File: src/rtl/osd_pkg.sv
package osd_pkg;

  localparam int COLOR_W = 3;
  localparam int NBR_N   = 5;

  // neighbour bit positions inside fgNbr
  localparam int NBR_LEFT    = 0;
  localparam int NBR_RIGHT   = 1;
  localparam int NBR_UP      = 2;
  localparam int NBR_DOWN    = 3;
  localparam int NBR_UPLEFT  = 4;

  typedef enum logic [1:0] {
    PIX_NONE = 2'd0,
    PIX_WIN  = 2'd1,
    PIX_EDGE = 2'd2,
    PIX_FG   = 2'd3
  } pixClass_t;

  typedef struct packed {
    logic osdOn;
    logic fbkgCharOnly;
    logic edgeOn;
    logic shadowMode;
  } ctrlStrobe_t;

endpackage

File: src/rtl/osd_win_match.sv
module osd_win_match
  import osd_pkg::*;
#(
  parameter int NUM_WIN = 3,
  parameter int ROW_W   = 9,
  parameter int COL_W   = 9
) (
  input  logic [ROW_W-1:0]           beamRow,
  input  logic [COL_W-1:0]           beamCol,
  input  logic [NUM_WIN-1:0]         winEnable,
  input  logic [NUM_WIN*ROW_W-1:0]   winStartRow,
  input  logic [NUM_WIN*ROW_W-1:0]   winEndRow,
  input  logic [NUM_WIN*COL_W-1:0]   winStartCol,
  input  logic [NUM_WIN*COL_W-1:0]   winEndCol,
  input  logic [NUM_WIN*COLOR_W-1:0] winColor,
  output logic                       winAny,
  output logic [COLOR_W-1:0]         winCol
);

  logic [NUM_WIN-1:0] hit;

  // one inclusive rectangle compare per window
  for (genvar gi = 0; gi < NUM_WIN; gi++) begin : g_win
    logic [ROW_W-1:0] rowLo, rowHi;
    logic [COL_W-1:0] colLo, colHi;
    logic rowIn, colIn;
    assign rowLo = winStartRow[gi*ROW_W +: ROW_W];
    assign rowHi = winEndRow[gi*ROW_W +: ROW_W];
    assign colLo = winStartCol[gi*COL_W +: COL_W];
    assign colHi = winEndCol[gi*COL_W +: COL_W];
    assign rowIn = (beamRow >= rowLo) && (beamRow <= rowHi);
    assign colIn = (beamCol >= colLo) && (beamCol <= colHi);
    assign hit[gi] = winEnable[gi] && rowIn && colIn;
  end

  // lowest index wins: scan from the top, later (lower) hits overwrite
  always_comb begin
    winAny = |hit;
    winCol = '0;
    for (int i = NUM_WIN - 1; i >= 0; i--) begin
      if (hit[i]) winCol = winColor[i*COLOR_W +: COLOR_W];
    end
  end

endmodule

File: src/rtl/osd_ctrl.sv
module osd_ctrl
  import osd_pkg::*;
(
  input  logic        clk,
  input  logic        rstN,
  input  logic        osdEn,
  input  logic        fbkgCharOnly,
  input  logic        edgeEn,
  input  logic        edgeShadow,
  output ctrlStrobe_t stNow,
  output ctrlStrobe_t stLate
);

  // strobes used by the classify stage, same cycle as the dot
  always_comb begin
    stNow.osdOn        = osdEn;
    stNow.fbkgCharOnly = fbkgCharOnly;
    stNow.edgeOn       = edgeEn;
    stNow.shadowMode   = edgeShadow;
  end

  // strobes aligned with the registered dot class for the output stage
  always_ff @(posedge clk or negedge rstN) begin
    if (!rstN) stLate <= '0;
    else       stLate <= stNow;
  end

endmodule

File: src/rtl/osd_datapath.sv
module osd_datapath
  import osd_pkg::*;
#(
  parameter int NUM_PAL   = 4,
  parameter int PAL_IDX_W = 2
) (
  input  logic                       clk,
  input  logic                       rstN,
  input  ctrlStrobe_t                stNow,
  input  ctrlStrobe_t                stLate,
  input  logic                       fgCur,
  input  logic [NBR_N-1:0]           fgNbr,
  input  logic [NUM_PAL*COLOR_W-1:0] rowPal,
  input  logic [PAL_IDX_W-1:0]       cellPalIdx,
  input  logic                       winAny,
  input  logic [COLOR_W-1:0]         winCol,
  output logic [COLOR_W-1:0]         colOut,
  output logic [COLOR_W-1:0]         colOe,
  output logic                       fbkgOut,
  output logic                       fbkgOe,
  output logic                       htoneOut,
  output logic                       htoneOe
);

  logic borderNear, shadowNear, edgeDot;
  logic [COLOR_W-1:0] fgColor;
  pixClass_t clsD, clsQ;
  logic [COLOR_W-1:0] colD, colQ;

  assign borderNear = fgNbr[NBR_LEFT] | fgNbr[NBR_RIGHT] |
                      fgNbr[NBR_UP]   | fgNbr[NBR_DOWN];
  assign shadowNear = fgNbr[NBR_UPLEFT];
  assign edgeDot    = !fgCur && stNow.edgeOn &&
                      (stNow.shadowMode ? shadowNear : borderNear);
  assign fgColor    = rowPal[int'(cellPalIdx)*COLOR_W +: COLOR_W];

  // stage 1: priority classification and colour pick
  always_comb begin
    if (fgCur) begin
      clsD = PIX_FG;
      colD = fgColor;
    end else if (edgeDot) begin
      clsD = PIX_EDGE;
      colD = '0;
    end else if (winAny) begin
      clsD = PIX_WIN;
      colD = winCol;
    end else begin
      clsD = PIX_NONE;
      colD = '0;
    end
  end

  always_ff @(posedge clk or negedge rstN) begin
    if (!rstN) begin
      clsQ <= PIX_NONE;
      colQ <= '0;
    end else begin
      clsQ <= clsD;
      colQ <= colD;
    end
  end

  // stage 2: output drive and tristate control
  always_ff @(posedge clk or negedge rstN) begin
    if (!rstN) begin
      colOut   <= '0;
      colOe    <= '0;
      fbkgOut  <= 1'b0;
      fbkgOe   <= 1'b0;
      htoneOut <= 1'b0;
      htoneOe  <= 1'b0;
    end else if (!stLate.osdOn) begin
      colOut   <= '0;
      colOe    <= '0;
      fbkgOut  <= 1'b0;
      fbkgOe   <= 1'b0;
      htoneOut <= 1'b0;
      htoneOe  <= 1'b0;
    end else begin
      colOut   <= colQ;
      colOe    <= '1;
      htoneOe  <= 1'b1;
      htoneOut <= (clsQ == PIX_WIN);
      fbkgOe   <= (clsQ != PIX_NONE);
      fbkgOut  <= (clsQ == PIX_FG) || (clsQ == PIX_EDGE) ||
                  ((clsQ == PIX_WIN) && !stLate.fbkgCharOnly);
    end
  end

endmodule

File: src/rtl/osd_compositor.sv
module osd_compositor
  import osd_pkg::*;
#(
  parameter int NUM_WIN = 3,
  parameter int ROW_W   = 9,
  parameter int COL_W   = 9,
  parameter int NUM_PAL = 4,
  localparam int PAL_IDX_W = (NUM_PAL > 1) ? $clog2(NUM_PAL) : 1
) (
  input  logic                       clk,
  input  logic                       rstN,
  input  logic                       osdEn,
  input  logic                       fbkgCharOnly,
  input  logic                       edgeEn,
  input  logic                       edgeShadow,
  input  logic [ROW_W-1:0]           beamRow,
  input  logic [COL_W-1:0]           beamCol,
  input  logic                       fgCur,
  input  logic [4:0]                 fgNbr,
  input  logic [NUM_PAL*3-1:0]       rowPal,
  input  logic [PAL_IDX_W-1:0]       cellPalIdx,
  input  logic [NUM_WIN-1:0]         winEnable,
  input  logic [NUM_WIN*ROW_W-1:0]   winStartRow,
  input  logic [NUM_WIN*ROW_W-1:0]   winEndRow,
  input  logic [NUM_WIN*COL_W-1:0]   winStartCol,
  input  logic [NUM_WIN*COL_W-1:0]   winEndCol,
  input  logic [NUM_WIN*3-1:0]       winColor,
  output logic [2:0]                 colOut,
  output logic [2:0]                 colOe,
  output logic                       fbkgOut,
  output logic                       fbkgOe,
  output logic                       htoneOut,
  output logic                       htoneOe
);

  ctrlStrobe_t stNow, stLate;
  logic winAny;
  logic [COLOR_W-1:0] winCol;

  osd_ctrl u_ctrl (
    .clk          (clk),
    .rstN         (rstN),
    .osdEn        (osdEn),
    .fbkgCharOnly (fbkgCharOnly),
    .edgeEn       (edgeEn),
    .edgeShadow   (edgeShadow),
    .stNow        (stNow),
    .stLate       (stLate)
  );

  osd_win_match #(
    .NUM_WIN (NUM_WIN),
    .ROW_W   (ROW_W),
    .COL_W   (COL_W)
  ) u_win (
    .beamRow     (beamRow),
    .beamCol     (beamCol),
    .winEnable   (winEnable),
    .winStartRow (winStartRow),
    .winEndRow   (winEndRow),
    .winStartCol (winStartCol),
    .winEndCol   (winEndCol),
    .winColor    (winColor),
    .winAny      (winAny),
    .winCol      (winCol)
  );

  osd_datapath #(
    .NUM_PAL   (NUM_PAL),
    .PAL_IDX_W (PAL_IDX_W)
  ) u_dp (
    .clk        (clk),
    .rstN       (rstN),
    .stNow      (stNow),
    .stLate     (stLate),
    .fgCur      (fgCur),
    .fgNbr      (fgNbr),
    .rowPal     (rowPal),
    .cellPalIdx (cellPalIdx),
    .winAny     (winAny),
    .winCol     (winCol),
    .colOut     (colOut),
    .colOe      (colOe),
    .fbkgOut    (fbkgOut),
    .fbkgOe     (fbkgOe),
    .htoneOut   (htoneOut),
    .htoneOe    (htoneOe)
  );

endmodule

File: config.mk
export PLATFORM = sky130hd
export DESIGN_NAME = osd_compositor
export DESIGN_NICKNAME = d
export VERILOG_FILES = /design/src/rtl/osd_pkg.sv /design/src/rtl/osd_win_match.sv /design/src/rtl/osd_ctrl.sv /design/src/rtl/osd_datapath.sv /design/src/rtl/osd_compositor.sv
export SDC_FILE = /design/constraint.sdc
export NUM_CORES = 1
export LEC_CHECK = 0
export ABC_AREA = 1
export BUFFER_PORTS_ARGS = -buffer_cell sky130_fd_sc_hd__buf_2
export CAP_MARGIN = 10
export CORE_ASPECT_RATIO = 0.7
export CORE_MARGIN = 2
export CORE_UTILIZATION = 49
export CTS_CLUSTER_DIAMETER = 40
export CTS_CLUSTER_SIZE = 30
export DETAILED_ROUTE_END_ITERATION = 6
export GPL_TIMING_DRIVEN = 0
export HOLD_SLACK_MARGIN = 0.06
export MAX_ROUTING_LAYER = met4
export PLACE_DENSITY = 0.82
export RECOVER_POWER = 50
export SLEW_MARGIN = 10
export SYNTH_ARGS = -nofsm -noshare
export SYNTH_HDL_FRONTEND = slang
export SYNTH_SLANG_ARGS = --single-unit
File: constraint.sdc
create_clock -name clk -period 0.8 [get_ports clk]
set_input_delay 0.04 -clock clk [delete_from_list [all_inputs] [get_ports clk]]
set_output_delay 0.04 -clock clk [all_outputs]
set_load 0.01 [all_outputs]
==> metrics.txt, run 1 <==
Unique masters post-synth=26; MaxCap Viol Count=0; Yosys reg bits=14; vias=4538; number of non-filler instances in the completed layout=905; end of the worst hold path=u_dp.colQ[1]; Iter 0 DRT Violations=190; CTS buffer count=3; Max FO, Critical Path=5; layout cells sized above 1=0.421; Max Freq=644 MHz; Synth area leader=ha_1; min cycle time layout=1.55 ns; initial antenna violation count=0; GPL Wtd Cong=0.987; PnR worst setup slack=-0.754 ns; Core ar.=7450 µm²; # port buffers=173; Die Y=78.0 µm; Core Rows=26; Root Buffer=clkbuf_8; crit path DAT=1.74 ns; total track usage=0.295; I/O pins=174; worst endpoint required time=0.98 ns; CTS Buffer Depth=2; Final setup viols=9; register area share after synthesis=0.0914; Leak=3.43 nW; HP Class=input port to register; final slew viol count=0; post-place instance area=5240 µm²; Synth Flop Type=dfrtp_1; FILL cells=518; n_diodes=0; Hold Crit Depth=3; RSZ-0062 raised after global routing=true; Worst-path clk slew=0.05 ns; Area growth, synth to finish=56.7%; design area=6010 µm²; Critical Path End Type=register; post-synthesis cell area=3830 µm²; Yosys warning total=0; CTS tree=yes; VDD IR-drop max=1630 µV; Die X=110 µm; post-route ant nets=0; final hold violations=0; # placed instances=889; Clock Sinks=14; Syn Inst Count=618; pwr dens=746 nW/µm²; final WL=12600 µm; largest net degree at the start of global routing=15; slew at the pin closest to its max-slew limit=0.345 ns; nets=1080; vias per inst=5.01; GR Overflow Total=0; Initial Util=0.515; first-pass GRT wire length=19700 µm; Critical R2R Capture=u_dp.fbkgOe; worst r2r src=u_ctrl.stLate[3]; # DRC=0; clk_skew=0.00658 ns; first-pass iteration count of the detailed router=4; Final Cycle Share=1.94; Post-Syn Nets=890; Avg Cell Area, Syn=6.20 µm²; startpoint types=input port; Setup CP Type=input port to register; Die ar.=8560 µm²; failing checks=negative setup slack; wire per inst=13.9 µm; Worst-Skew Late Latency=0.25 ns; ys async rst share=1.00; post-DP HPWL=9660 µm; outcome=finished, violations left; Rel. slew slack=0.770; hold_ws=0.0735 ns; CTS H-tree lvls=1; EDFF count, synth=0; vias in the first global route=4635; top cell type's share of synthesized area=0.352; Worst Reg-to-Reg Cells=2; synth top area cells=ha_1 35%, nand2_1 17%, inv_1 14%; min-delay src=fgCur; register-to-register setup slack=0.08 ns; setup TNS=-3.34 ns
==> repair_timing <==
action,CTS,global route
setup buffers,7,3
pin swaps,25,22
setup endpoints to repair,9,15
gates resized for setup,69,39
hold endpoints to repair,16,0
hold buffers,3,0
==> final cells by class <==
type | count | area (µm²) | share of cell area
multi-input combinational | 441 | 3720 | 0.620
timing repair buffer | 185 | 1100 | 0.183
buffer | 3 | 33.8 | 0.00562
tap | 98 | 123 | 0.0204
inverter | 160 | 621 | 0.103
sequential | 14 | 353 | 0.0587
clock buffer | 4 | 55.1 | 0.00916
==> layout by cell type, fill, tap and decap left out, types with 2 or more instances in the layout <==
master / n
nand2_2: 21
nand3b_1: 10
dfrtp_1: 12
nor3_1: 2
buf_2: 151
nand3_2: 3
dlygate4sd3_1: 3
inv_4: 3
clkinv_1: 4
nor2_4: 5
ha_1: 50
nand2_1: 151
dfrtp_2: 2
nand2_4: 3
o21ai_0: 4
nor2_1: 38
inv_1: 120
o21a_1: 2
nor2_2: 17
buf_4: 8
a21oi_2: 4
inv_2: 30
a21o_1: 8
nand4_1: 12
ha_4: 57
o32ai_1: 3
buf_6: 25
nand3_1: 23
a21oi_1: 22
clkinvlp_4: 2
clkbuf_8: 4
==> worst max-delay path by stage <==
stage                         endpoint        from
after floorplan           u_dp.colQ[0]  beamCol[0]
after global placement    u_dp.colQ[0]  beamCol[8]
after detailed placement  u_dp.colQ[2]  beamCol[8]
after CTS                 u_dp.colQ[0]  beamRow[0]
after global routing      u_dp.colQ[0]  beamCol[0]
final                     u_dp.colQ[0]  beamRow[0]
==> layer usage <==
layer / wire [µm] / global-route usage
met5: 0 / -
met4: 138 / 0.0544
met3: 857 / 0.0345
met2: 6230 / 0.527
met1: 5390 / 0.358
==> logic make-up (layout without fill, tap and decap cells) <==
logic type / after synthesis / in the layout / synth area share
flops: 14 / 14 / 0.0914
compound gates: 45 / 45 / 0.0685
fa+ha+maj: 108 / 108 / 0.352
buf+inv: 163 / 352 / 0.163
simple gates: 288 / 288 / 0.325
==> state kept, by name, indices dropped and copies added (netlist names) <==
signal,cells
u_dp.colOe,1
u_ctrl.stLate,2
u_dp.colOut,3
u_dp.htoneOut,1
u_dp.fbkgOe,1
u_dp.fbkgOut,1
u_dp.colQ,3
u_dp.clsQ,2
==> stage by stage <==
| step | power, W | utilization | setup slack [ns] |
|---|---|---|---|
| after CTS | 0.00426 | 0.777 | -0.590 |
| after floorplan | 0.00231 | - | -0.495 |
| final | 0.00448 | 0.806 | -0.754 |
| after detailed placement | 0.00328 | 0.704 | -0.981 |
| after global placement | 0.00316 | 0.704 | -0.950 |
| after global routing | 0.00490 | 0.806 | -0.804 |
==> synthesized netlist by cell type, types with 4 or more instances <==
library cell / instances
a21o_1: 8
nor2_1: 53
nor2_2: 5
nand3b_1: 10
nand4_1: 12
clkinv_1: 5
a21oi_1: 26
o21ai_0: 4
nand2_1: 170
dfrtp_1: 14
inv_1: 145
nand3_1: 26
inv_2: 10
ha_1: 108
==> power by group <==
part | internal, W | switching (W) | leakage [nW]
sequential | 0.000756 | 0.0000267 | 0.172
clock | 0.000436 | 0.000261 | 0.0288
combinational | 0.00141 | 0.00159 | 3.23
==> worst max-delay path, cell delays in order <==
cell,delay [ns]
buf_6,0.07
clkinvlp_4,0.18
ha_4,0.32
nand4_1,0.11
nor3b_2,0.24
nor2_2,0.08
nor2_4,0.17
nand2_4,0.10
nand3_4,0.09
nand2_4,0.06
nor2_2,0.11
nand2_1,0.08
nand2_1,0.07
Note: power is estimated with default switching activity, not from simulation.
==> run 2: changes to the inputs <==
- CORE_UTILIZATION: 49 -> 45
- PLACE_DENSITY: 0.82 -> 0.76
- SLEW_MARGIN: 10 -> default
==> metrics.txt, run 2 (synthesis results as in run 1) <==
RSZ-0062 raised after global routing=true; post-route ant nets=0 (unchanged); CTS Buffer Depth=2 (unchanged); Sequential cell area=352 µm² (-0.35%); startpoint types=input port; routed wl met3=652 µm (-24%); PnR worst setup slack=-0.678 ns (+0.0762 ns); setup TNS=-3.08 ns (+0.252 ns); crit path DAT=1.65 ns (-0.09 ns); MaxCap Viol Count=0 (unchanged); Critical Path End Type=register; Root Buffer=clkbuf_16; design area=5870 µm² (-2.4%); min cycle time layout=1.48 ns (-0.0762 ns); pwr dens=795 nW/µm² (+6.6%); GR Overflow Total=0 (unchanged); post-DP HPWL=9580 µm (-0.88%); outcome=finished, violations left; slew at the pin closest to its max-slew limit=0.349 ns (+0.00357 ns); I/O pins=174 (unchanged); vias per inst=4.84 (-3.6%); nets=1082 (+0.19%); final hold violations=0 (unchanged); Core ar.=8370 µm² (+12%); post-place instance area=5250 µm² (+0.17%); GPL Wtd Cong=0.885 (-10%); initial antenna violation count=1 (+1); CTS tree=yes; first-pass iteration count of the detailed router=4 (unchanged); Core Rows=28 (+7.7%); wire per inst=12.4 µm (-11%); Leak=3.42 nW (-0.16%); Comb pwr share=0.610 (-0.059); Worst-path clk slew=0.05 ns (about the same); most frequent cells in the layout=154 x buf_2, 153 x nand2_1, 120 x inv_1; Iter 0 DRT Violations=202 (+6.3%); vias=4425 (-2.5%); Setup CP Type=input port to register; Initial Util=0.458 (-0.0568); HP Class=input port to register; Max FO, Critical Path=6 (+1); CTS buffer count=3 (unchanged); Final setup viols=8 (-1); Rel. slew slack=0.767 (-0.00238); Net Sw Power=0.00181 W (-4.0%); final WL=11400 µm (-9.9%); combined area of the multi-input logic cells=3560 µm² (-4.4%); Die X=114 µm (+4.2%); VDD IR-drop max=1470 µV (-9.8%); Max Freq=677 MHz (+5.2%); Net Sw Frac=0.387 (-0.0327); Area growth, synth to finish=53.0%; highest routed layer=met4; CTS H-tree lvls=1 (unchanged); layout cells sized above 1=0.396 (-0.0258); P_int=0.00286 W (+10%); Worst-Skew Late Latency=0.24 ns (about the same); Clock Sinks=14 (unchanged); met1 WL=5110 µm (-5.1%); Flop pwr share=0.168 (-0.007); hold_ws=0.0732 ns (-0.000219 ns); failing checks=negative setup slack; total track usage=0.236 (-0.0590); FILL cells=681 (+31%); clk_skew=0.00119 ns (-0.00539 ns); largest net degree at the start of global routing=15 (unchanged); vias in the first global route=4125 (-11%); wire length on met2=5480 µm (-12%); Tot Pwr=0.00466 W (+4.1%); clock share of power=0.222 (+0.066); Final Cycle Share=1.85 (-0.0952); worst endpoint required time=0.97 ns (about the same); # DRC=0 (unchanged); Place WS=-1.01 ns (-0.0299 ns); commonest non-fill, non-tap cell in the layout=buf_2; # port buffers=173 (unchanged); Die ar.=9290 µm² (+8.5%); final slew viol count=0 (unchanged); Die Y=81.2 µm (+4.1%); first-pass GRT wire length=17300 µm (-12%); top flop regs=u_dp.colOut: 3 flops, u_dp.colQ: 3 flops
[run 2: final timing paths]
check	start	to	slack, ns	cells after the start
min in group asynchronous	rstN	u_dp.colOut[0]	0.23	2
min	fgCur	u_dp.colQ[2]	0.07	3
max	beamCol[0]	u_dp.colQ[0]	-0.68	15
min reg2reg	u_ctrl.stLate[2]	u_dp.fbkgOut	0.45	1
max in group asynchronous	rstN	u_dp.colOe[1]	0.29	2
max reg2reg	u_ctrl.stLate[3]	u_dp.colOut[2]	0.01	3
[run 2: power groups by stage]
| stage | combinational, W | sequential, W | clock, W |
|---|---|---|---|
| after floorplan | 0.00152 | 0.000795 | 0 |
| after global placement | 0.00236 | 0.000786 | 0 |
| after detailed placement | 0.00249 | 0.000787 | 0 |
| after CTS | 0.00274 | 0.000777 | 0.00104 |
| after global routing | 0.00324 | 0.000784 | 0.00106 |
| final | 0.00285 | 0.000782 | 0.00104 |
[run 2: routing by layer]
layer	GRT usage	vias up
li1	-	2319
met1	0.295	1952
met2	0.428	140
met3	0.0194	14
met4	0.0341	0
met5	-	-
[run 2: worst max-delay path: stages]
cell and delay, ns:
buf_6 0.07, clkinvlp_4 0.19, ha_4 0.33, nand2_1 0.05
nor2_1 0.14, nand3_1 0.09, nand4_1 0.13, nand2_2 0.08
inv_2 0.08, nand2_4 0.07, nand3_2 0.08, nand2_2 0.07
nor2_1 0.08, nand2_1 0.06, nand2_1 0.08
[run 2: stage by stage]
stage | std cells | util
floorplan | 618 | -
global route | 915 | 0.701
CTS | 909 | 0.683
finish | 915 | 0.701
detailed placement | 896 | 0.627
global placement | 896 | 0.627
[run 2: final cells by class]
class	instances	share of cell area
Buffer	3	0.00576
Inverter	160	0.106
Clock buffer	4	0.0151
Sequential cell	14	0.0599
Multi-Input combinational cell	441	0.607
Tap cell	105	0.0224
Antenna cell	1	0.000427
Timing Repair Buffer	187	0.184
[run 2: what timing repair did]
action                                  in CTS  in global routing
buffers inserted                             6                  5
pin swaps                                   21                 10
hold buffers                                 3                  0
hold endpoints to repair                    16                  0
gates resized for setup                     57                 17
endpoints found under the setup margin       9                 11
==> run 3: changes to the inputs <==
- BUFFER_PORTS_ARGS: -buffer_cell sky130_fd_sc_hd__buf_2 -> -buffer_cell sky130_fd_sc_hd__buf_4
==> metrics.txt, run 3 (synthesis results as in run 1) <==
first-pass iteration count of the detailed router=4 (unchanged); Worst Reg-to-Reg Cells=2 (-1); post-DP HPWL=10000 µm (+4.9%); outcome=finished, violations left; # DRC=0 (unchanged); CTS Buffer Depth=2 (unchanged); Net Sw Frac=0.377 (-0.0101); first-pass GRT wire length=18600 µm (+7.4%); crit path DAT=1.68 ns (+0.03 ns); Iter 0 DRT Violations=155 (-23%); Comb pwr share=0.624 (+0.014); GPL Wtd Cong=0.838 (-5.3%); P_int=0.00308 W (+7.6%); Flop pwr share=0.160 (-0.008); layout cells sized above 1=0.401 (+0.00594); clk_skew=0.000945 ns (-0.000243 ns); VDD IR-drop max=1350 µV (-8.3%); wire per inst=13.4 µm (+8.0%); min cycle time layout=1.55 ns (+0.0745 ns); final WL=12200 µm (+7.6%); PnR worst setup slack=-0.752 ns (-0.0745 ns); largest net degree at the start of global routing=15 (unchanged); hold_ws=0.0669 ns (-0.00631 ns); top flop regs=u_dp.colOut: 3 flops, u_dp.colQ: 3 flops; Area growth, synth to finish=64.4%; n_diodes=0 (-1); Worst-path clk slew=0.05 ns (about the same); Final Cycle Share=1.94 (+0.0932); Die X=114 µm (unchanged); pwr dens=783 nW/µm² (-1.5%); Die ar.=9290 µm² (unchanged); Max Freq=644 MHz (-4.8%); Worst-Skew Late Latency=0.24 ns (about the same); initial antenna violation count=0 (-1); Root Buffer=clkbuf_16; Net Sw Power=0.00186 W (+3.1%); worst endpoint required time=0.93 ns (-0.04 ns); CTS buffer count=3 (unchanged); HP Class=input port to register; total track usage=0.257 (+0.0210); CTS tree=yes; final slew viol count=0 (unchanged); Initial Util=0.458 (unchanged); # port buffers=173 (unchanged); Hold Crit Depth=3 (unchanged); nets=1080 (-0.18%); Die Y=81.2 µm (unchanged); CTS H-tree lvls=1 (unchanged); vias per inst=4.92 (+1.8%); Clock Sinks=14 (unchanged); GR Overflow Total=0 (unchanged); Setup CP Type=input port to register; startpoint types=input port; post-route ant nets=0 (unchanged); slew at the pin closest to its max-slew limit=0.339 ns (-0.0101 ns); Core Rows=28 (unchanged); commonest non-fill, non-tap cell in the layout=buf_4; Leak=3.55 nW (+3.7%); Final setup viols=9 (+1); Rel. slew slack=0.774 (+0.00671); I/O pins=174 (unchanged); most frequent cells in the layout=164 x buf_4, 154 x nand2_1, 120 x inv_1; vias in the first global route=4379 (+6.2%); final hold violations=0 (unchanged); failing checks=negative setup slack; MaxCap Viol Count=0 (unchanged); vias=4489 (+1.4%); RSZ-0062 raised after global routing=true; Core ar.=8370 µm² (unchanged); fin util=0.753 (+0.0522); clock share of power=0.216 (-0.006); Max FO, Critical Path=6 (unchanged); Critical Path End Type=register
## run 3: changes by cell type in the layout (fill, tap and decap cells not counted), moves of 2 or more
cell	previous run	this run
buf_2	154	0
ha_1	61	57
buf_4	17	164
ha_4	47	50
buf_6	14	18
nand2_2	20	18
dlygate4sd3_1	3	5
a21oi_2	3	5
a21oi_1	23	21
## run 3: path summary, 6_finish.rpt
kind / startpoint / end / slack, ns
worst max-delay path: beamCol[0] / u_dp.colQ[0] / -0.75
worst min-delay path: fgCur / u_dp.colQ[1] / 0.07
worst max register to register: u_ctrl.stLate[3] / u_dp.fbkgOut / 0.06
worst min register to register: u_dp.clsQ[1] / u_dp.htoneOut / 0.45
max in group asynchronous: rstN / u_dp.colOe[1] / 0.31
min in group asynchronous: rstN / u_dp.clsQ[0] / 0.22
## run 3: metrics by stage
stage               area (µm²)  setup WS, ns  power (W)  setup TNS, ns  instances
floorplan                 4260        -0.495    0.00231          -1.82        618
global placement          5690        -0.931    0.00340          -3.57        896
detailed placement        5690        -0.932    0.00353          -3.60        896
CTS                       5990        -0.649    0.00472          -2.93        906
global route              6300        -0.875    0.00539          -3.74        912
finish                    6300        -0.752    0.00494          -3.25        912
## run 3: cell type report
cell class / instances / area, µm²
Fill cell: 633 / 2070
Clock buffer: 4 / 88.8
Timing Repair Buffer: 185 / 1460
Multi-Input combinational cell: 441 / 3620
Inverter: 160 / 621
Buffer: 3 / 33.8
Tap cell: 105 / 131
Sequential cell: 14 / 353
## run 3: per-layer routing
metal | track usage | vias to the layer above | share of wire
met4 | 0.0476 | 0 | 0.015
met5 | - | - | 0
met3 | 0.0284 | 18 | 0.049
met2 | 0.473 | 127 | 0.49
li1 | - | 2316 | -
met1 | 0.308 | 2028 | 0.44
## run 3: worst max-delay path: stages
cell and delay [ns]:
buf_6 0.07, clkinvlp_4 0.21, ha_4 0.34, nand2_2 0.05
nor2_2 0.13, nand3_1 0.10, nand4_1 0.12, nand2_1 0.09
inv_2 0.08, nand2_4 0.08, nand3_1 0.12, nand3_1 0.08
nand2_1 0.09, nand2_1 0.07
## run 3: power groups by stage
stage                     clock [W]  sequential, W  combinational, W
after floorplan                   0       0.000795           0.00152
after global placement            0       0.000787           0.00261
after detailed placement          0       0.000790           0.00274
after CTS                   0.00105       0.000785           0.00288
after global routing        0.00110       0.000793           0.00349
final                       0.00106       0.000789           0.00308
## run 3: repair_timing
action,4_1_cts,5_1_grt
hold endpoints to repair,18,0
setup buffers,1,6
pin swaps,6,29
hold buffers,5,0
setup endpoints to repair,11,15
resized for setup,31,42
